<file path="config.mk">
export PLATFORM = sky130hd
export DESIGN_NAME = busdog_top
export DESIGN_NICKNAME = d
export VERILOG_FILES = /design/src/rtl/busdog_pkg.sv /design/src/rtl/busdog_ctrl.sv /design/src/rtl/busdog_dpath.sv /design/src/rtl/busdog_top.sv
export SDC_FILE = /design/constraint.sdc
export NUM_CORES = 1
export LEC_CHECK = 0
export BUFFER_PORTS_ARGS = -buffer_cell sky130_fd_sc_hd__buf_2
export CORE_MARGIN = 2
export CORE_UTILIZATION = 35
export CTS_CLUSTER_DIAMETER = 120
export CTS_CLUSTER_SIZE = 8
export DETAILED_ROUTE_END_ITERATION = 8
export SLEW_MARGIN = 15
export SYNTH_ARGS = -nofsm -noshare
export SYNTH_HDL_FRONTEND = slang
export SYNTH_SLANG_ARGS = --single-unit
</file>
<file path="constraint.sdc">
create_clock -name clk -period 2.5 [get_ports clk]
set_input_delay 0.125 -clock clk [delete_from_list [all_inputs] [get_ports clk]]
set_output_delay 0.125 -clock clk [all_outputs]
set_load 0.01 [all_outputs]
</file>
<file path="src/rtl/busdog_pkg.sv">
package busdog_pkg;

  // strobes passed from control to the watchdog datapath
  typedef struct packed {
    logic clearCnt;  // hold the counter at zero this cycle
    logic kick;      // bus start-then-stop restart seen
    logic tick;      // timebase pulse
  } wdStrobe_t;

  localparam logic [1:0] SEL_OFF = 2'b11;

endpackage

</file>
<file path="src/rtl/busdog_ctrl.sv">
module busdog_ctrl
  import busdog_pkg::*;
#(
  parameter int SYNC_STAGES = 2,
  parameter int HOLD_TICKS  = 200
) (
  input  logic       clk,
  input  logic       rstN,
  input  logic       sclIn,
  input  logic       sdaIn,
  input  logic [1:0] periodSel,
  input  logic       supplyOk,
  input  logic       tickIn,
  input  logic       wdExpire,
  output wdStrobe_t  strobe,
  output logic       rstActive
);

  localparam int HW = $clog2(HOLD_TICKS + 1);
  localparam logic [HW-1:0] HOLD_DONE = HW'(HOLD_TICKS);

  logic [SYNC_STAGES-1:0] sclSh, sdaSh;
  logic sclS, sdaS, sdaPrev;
  logic busStart, busStop, armed;
  logic [HW-1:0] holdCnt;
  logic [1:0] selPrev;
  logic selChanged;

  // both bus lines pass through synchronizers of equal depth, so their
  // relative ordering is kept
  generate
    if (SYNC_STAGES == 1) begin : g_sync1
      always_ff @(posedge clk or negedge rstN) begin
        if (!rstN) begin
          sclSh <= '1;
          sdaSh <= '1;
        end else begin
          sclSh <= sclIn;
          sdaSh <= sdaIn;
        end
      end
    end else begin : g_syncN
      always_ff @(posedge clk or negedge rstN) begin
        if (!rstN) begin
          sclSh <= '1;
          sdaSh <= '1;
        end else begin
          sclSh <= {sclSh[SYNC_STAGES-2:0], sclIn};
          sdaSh <= {sdaSh[SYNC_STAGES-2:0], sdaIn};
        end
      end
    end
  endgenerate

  assign sclS = sclSh[SYNC_STAGES-1];
  assign sdaS = sdaSh[SYNC_STAGES-1];

  always_ff @(posedge clk or negedge rstN) begin
    if (!rstN) sdaPrev <= 1'b1;
    else       sdaPrev <= sdaS;
  end

  assign busStart = sclS &  sdaPrev & ~sdaS;
  assign busStop  = sclS & ~sdaPrev &  sdaS;

  // a start arms the restart; the next stop completes it
  always_ff @(posedge clk or negedge rstN) begin
    if (!rstN)          armed <= 1'b0;
    else if (rstActive) armed <= 1'b0;
    else if (busStart)  armed <= 1'b1;
    else if (busStop)   armed <= 1'b0;
  end

  // hold counter: reaches HOLD_DONE only after an unbroken run of good supply
  always_ff @(posedge clk or negedge rstN) begin
    if (!rstN)                      holdCnt <= '0;
    else if (!supplyOk || wdExpire) holdCnt <= '0;
    else if (tickIn && rstActive)   holdCnt <= holdCnt + HW'(1);
  end

  assign rstActive = (holdCnt != HOLD_DONE);

  always_ff @(posedge clk or negedge rstN) begin
    if (!rstN) selPrev <= SEL_OFF;
    else       selPrev <= periodSel;
  end

  assign selChanged = (selPrev != periodSel);

  always_comb begin
    strobe.clearCnt = rstActive | selChanged;
    strobe.kick     = busStop & armed;
    strobe.tick     = tickIn;
  end

endmodule

</file>
<file path="src/rtl/busdog_dpath.sv">
module busdog_dpath
  import busdog_pkg::*;
#(
  parameter int TICKS_SLOW = 1400,
  parameter int TICKS_MID  = 600,
  parameter int TICKS_FAST = 200,
  parameter int CW         = $clog2(TICKS_SLOW + 1)
) (
  input  logic          clk,
  input  logic          rstN,
  input  wdStrobe_t     strobe,
  input  logic [1:0]    periodSel,
  output logic          wdExpire,
  output logic [CW-1:0] wdCount
);

  logic [CW-1:0] lastCount;
  logic enabled;

  always_comb begin
    unique case (periodSel)
      2'b00:   lastCount = CW'(TICKS_SLOW - 1);
      2'b01:   lastCount = CW'(TICKS_MID - 1);
      default: lastCount = CW'(TICKS_FAST - 1);
    endcase
  end

  assign enabled  = (periodSel != SEL_OFF);
  assign wdExpire = strobe.tick & enabled & ~strobe.clearCnt & ~strobe.kick
                  & (wdCount == lastCount);

  always_ff @(posedge clk or negedge rstN) begin
    if (!rstN)                                     wdCount <= '0;
    else if (strobe.clearCnt || strobe.kick || !enabled) wdCount <= '0;
    else if (wdExpire)                             wdCount <= '0;
    else if (strobe.tick)                          wdCount <= wdCount + CW'(1);
  end

endmodule

</file>
<file path="src/rtl/busdog_top.sv">
module busdog_top
  import busdog_pkg::*;
#(
  parameter int SYNC_STAGES = 2,
  parameter int HOLD_TICKS  = 200,
  parameter int TICKS_SLOW  = 1400,
  parameter int TICKS_MID   = 600,
  parameter int TICKS_FAST  = 200,
  parameter bit ACTIVE_LOW  = 1'b1
) (
  input  logic       clk,
  input  logic       rstN,
  input  logic       sclIn,
  input  logic       sdaIn,
  input  logic [1:0] periodSel,
  input  logic       supplyOk,
  input  logic       tickIn,
  output logic       rstOut
);

  localparam int CNT_W = $clog2(TICKS_SLOW + 1);

  wdStrobe_t strobe;
  logic rstActive;
  logic wdExpire;
  logic [CNT_W-1:0] wdCount;

  busdog_ctrl #(
    .SYNC_STAGES(SYNC_STAGES),
    .HOLD_TICKS (HOLD_TICKS)
  ) u_ctrl (
    .clk      (clk),
    .rstN     (rstN),
    .sclIn    (sclIn),
    .sdaIn    (sdaIn),
    .periodSel(periodSel),
    .supplyOk (supplyOk),
    .tickIn   (tickIn),
    .wdExpire (wdExpire),
    .strobe   (strobe),
    .rstActive(rstActive)
  );

  busdog_dpath #(
    .TICKS_SLOW(TICKS_SLOW),
    .TICKS_MID (TICKS_MID),
    .TICKS_FAST(TICKS_FAST),
    .CW        (CNT_W)
  ) u_dpath (
    .clk      (clk),
    .rstN     (rstN),
    .strobe   (strobe),
    .periodSel(periodSel),
    .wdExpire (wdExpire),
    .wdCount  (wdCount)
  );

  generate
    if (ACTIVE_LOW) begin : g_low
      assign rstOut = ~rstActive;
    end else begin : g_high
      assign rstOut = rstActive;
    end
  endgenerate

endmodule

</file>
==> metrics.txt <==
CP peak stage delay=0.57 ns; Area contributors post-synth=dfrtp_1 35%, dfstp_2 13%, a221o_1 5.5%; Max Slew Vio Count=0; beginning of the worst register-to-register path=u_dpath.wdCount[8]; die outline height=68.3 um; Synth top area share=34.6%; slowest library cell on the worst path=a2111oi_4; post-placement cell area=1540 um2; Routed Antenna Nets=0; VDD IR-drop max=0.243 mV; worst-skew pair later-pin latency=0.27 ns; critical path's top delay family=compound AO/OA/AOI/OAI gates; Clock power frac=33.0%; gr ovfl total=0; first-pass GRT wire length=4890 um; Final Non-Filler Cells=207; placed insts=198; GRT Total Usage=13.9%; clock slew at reported path FFs=0.09 ns; Final Cycle Share=90.8%; CP startpoint=periodSel[1]; Die W=68.3 um; Mapped Cells=141; maximum clock rate=440 MHz; drt first-iter violations=38; CP Class=input pin to flop; nature of the critical path endpoint=flop; final instance area=1630 um2; WHS=0.174 ns; outcome=completed; Critical Path Start Type=input pin; Final min period=2.27 ns; Clock Tree Buf Depth=2; CTS Buf Count=3; Fin. Hold Viols=0; cts repair resizes=0; leading area contributor after synthesis=dfrtp_1; WP buf/inv=2; CTS Sinks=27; critical path fanouts, max=10; GP Congestion=0.889; HP Start=tickIn; drt pass-1 iters=6; post-DP HPWL=1950 um; Setup Skew=0.00598 ns; Comb pwr share=6.3%; final setup margin=0.230 ns; DRC Markers=0; Ant. Diodes=0; Cell Chain, Critical Path=dlygate4sd3_1 -> buf_2 -> nor2_1 -> or4_4 -> a2111oi_4 -> nor2_2 -> a221o_1; Main synth FF type=dfrtp_1; initial antenna violation count=0; sequential share of the synthesized area=47.3%; unrepaired setup endpoints after global routing=no; Synth async-reset ratio=100%; Avg Inst Size Synth=10.3 um2; Worst Hold Class=input pin to flop; DIE AREA=4670 um2; CTS tree=yes; Net Sw Frac=22.7%; pin count of the biggest net entering global routing=28; starting density of the core=36.2%; Sw Pwr=0.000171 W; EDFF count, synth=0; pre-CTS WS=0.266 ns; Seq cells post-synth=27; Mapped Nets=152; final setup violating endpoints=0; Int Power=0.000582 W; total I/O pin count=9; routed vias=1102; Worst Path Required=2.66 ns; post-DR vias/cell=5.32; setup tns final=0 ns; Slew @ Worst Pin=0.605 ns; Port Buf Inserts=8; WP data arrival=2.44 ns; most frequent cells in the layout=20 x dfrtp_1, 18 x nor2_1, 12 x nand2_1, 9 x nor3_1; H-tree levels=1; area of the core=4000 um2; nets@finish=169; slew margin rel.=59.7%; vias in the first global route=1059; Rows=23; commonest non-fill, non-tap cell in the layout=dfrtp_1; Netlist Area Pre-Place=1450 um2; sequential share of power=60.8%; synth-to-layout area growth=12.8%; pwr dens=461 nW/um2; Synth cell types=41; Post-CTS Setup Bufs=0; MaxCap Viol Count=0; Total Wirelength=2760 um; Leak=0.677 nW; CTS Root Cell=clkbuf_8; Routed WL per cell=13.3 um; Yosys warning count=0; layout cells sized above 1=20.4%
==> power groups by stage <==
stage	Combinational, W	Sequential (W)	Clock [W]
floorplan	0.0000232	0.000463	0
global placement	0.0000412	0.000464	0
finish	0.0000471	0.000458	0.000248
global route	0.0000541	0.000459	0.000273
detailed placement	0.0000425	0.000465	0
CTS	0.0000485	0.000457	0.000259
==> timing repair <==
action | CTS | global route
endpoints found under the hold margin | 24 | 0
endpoints found under the setup margin | 0 | 0
hold buffers | 5 | 0
==> state kept, by name, indices dropped and copies added (netlist names) <==
| register | count |
|---|---|
| u_ctrl.armed | 1 |
| u_ctrl.holdCnt | 8 |
| u_ctrl.sclSh | 2 |
| u_ctrl.sdaPrev | 1 |
| u_ctrl.sdaSh | 2 |
| u_ctrl.selPrev | 2 |
| u_dpath.wdCount | 11 |
==> Yosys cell counts (2+ instances only) <==
cell type	number
a21oi_1	4
a221o_1	8
and2b_2	2
dfrtp_1	20
dfstp_2	7
ha_1	3
inv_1	6
nand2_1	12
nand3_1	8
nand4_1	5
nor2_1	18
nor3_1	9
nor3b_1	2
o21ai_0	2
o31ai_1	2
xnor2_1	4
xor2_1	5
==> through the flow <==
| stage | power [W] | util (%) |
|---|---|---|
| final | 0.000753 | 40.8 |
| after global routing | 0.000787 | 40.8 |
| after detailed placement | 0.000508 | 38.4 |
| after floorplan | 0.000486 | - |
| after global placement | 0.000506 | 38.4 |
| after CTS | 0.000765 | 40.8 |
==> cell type report <==
cell class                      count  area, um2
Tap cell                           50       62.6
Timing Repair Buffer               16        113
Clock buffer                        3       41.3
Multi-Input combinational cell    104        704
Sequential cell                    27        684
Inverter                            6       22.5
Fill cell                         410       2370
Clock inverter                      1       5.00
==> worst reg2reg max path, cell delays in order (launching register included) <==
cell       delay, ns
dfrtp_1         0.44
or4_4           0.56
a2111oi_4       0.57
nor2_2          0.21
a221o_1         0.37
==> routing by layer <==
metal	up-vias	track usage [%]	routed length, um
met5	-	0	0
met4	0	3.75	25
met3	4	2.63	90
met2	15	22.5	1290
met1	540	19.1	1350
li1	543	-	-
==> cells by family (layout without fill, tap and decap cells) <==
logic type	count (synthesis)	after routing	synth area share (%)
simple gates	71	71	27.3
compound gates	20	20	12.5
fa+ha+maj	3	3	2.59
mux	1	1	0.778
flops	27	27	47.3
xor+xnor	9	9	5.44
buf+inv	10	26	4.06
==> path summary, 6_finish.rpt <==
path | end | slack [ns] | depth (start not counted)
max | u_dpath.wdCount[8] | 0.23 | 7
min | u_ctrl.holdCnt[1] | 0.17 | 3
max reg2reg | u_dpath.wdCount[8] | 0.24 | 4
min reg2reg | u_ctrl.sclSh[1] | 0.36 | 0
max in group asynchronous | u_dpath.wdCount[3] | 1.71 | 2
min in group asynchronous | u_dpath.wdCount[8] | 0.39 | 2
(Power assumes the default switching activity.)
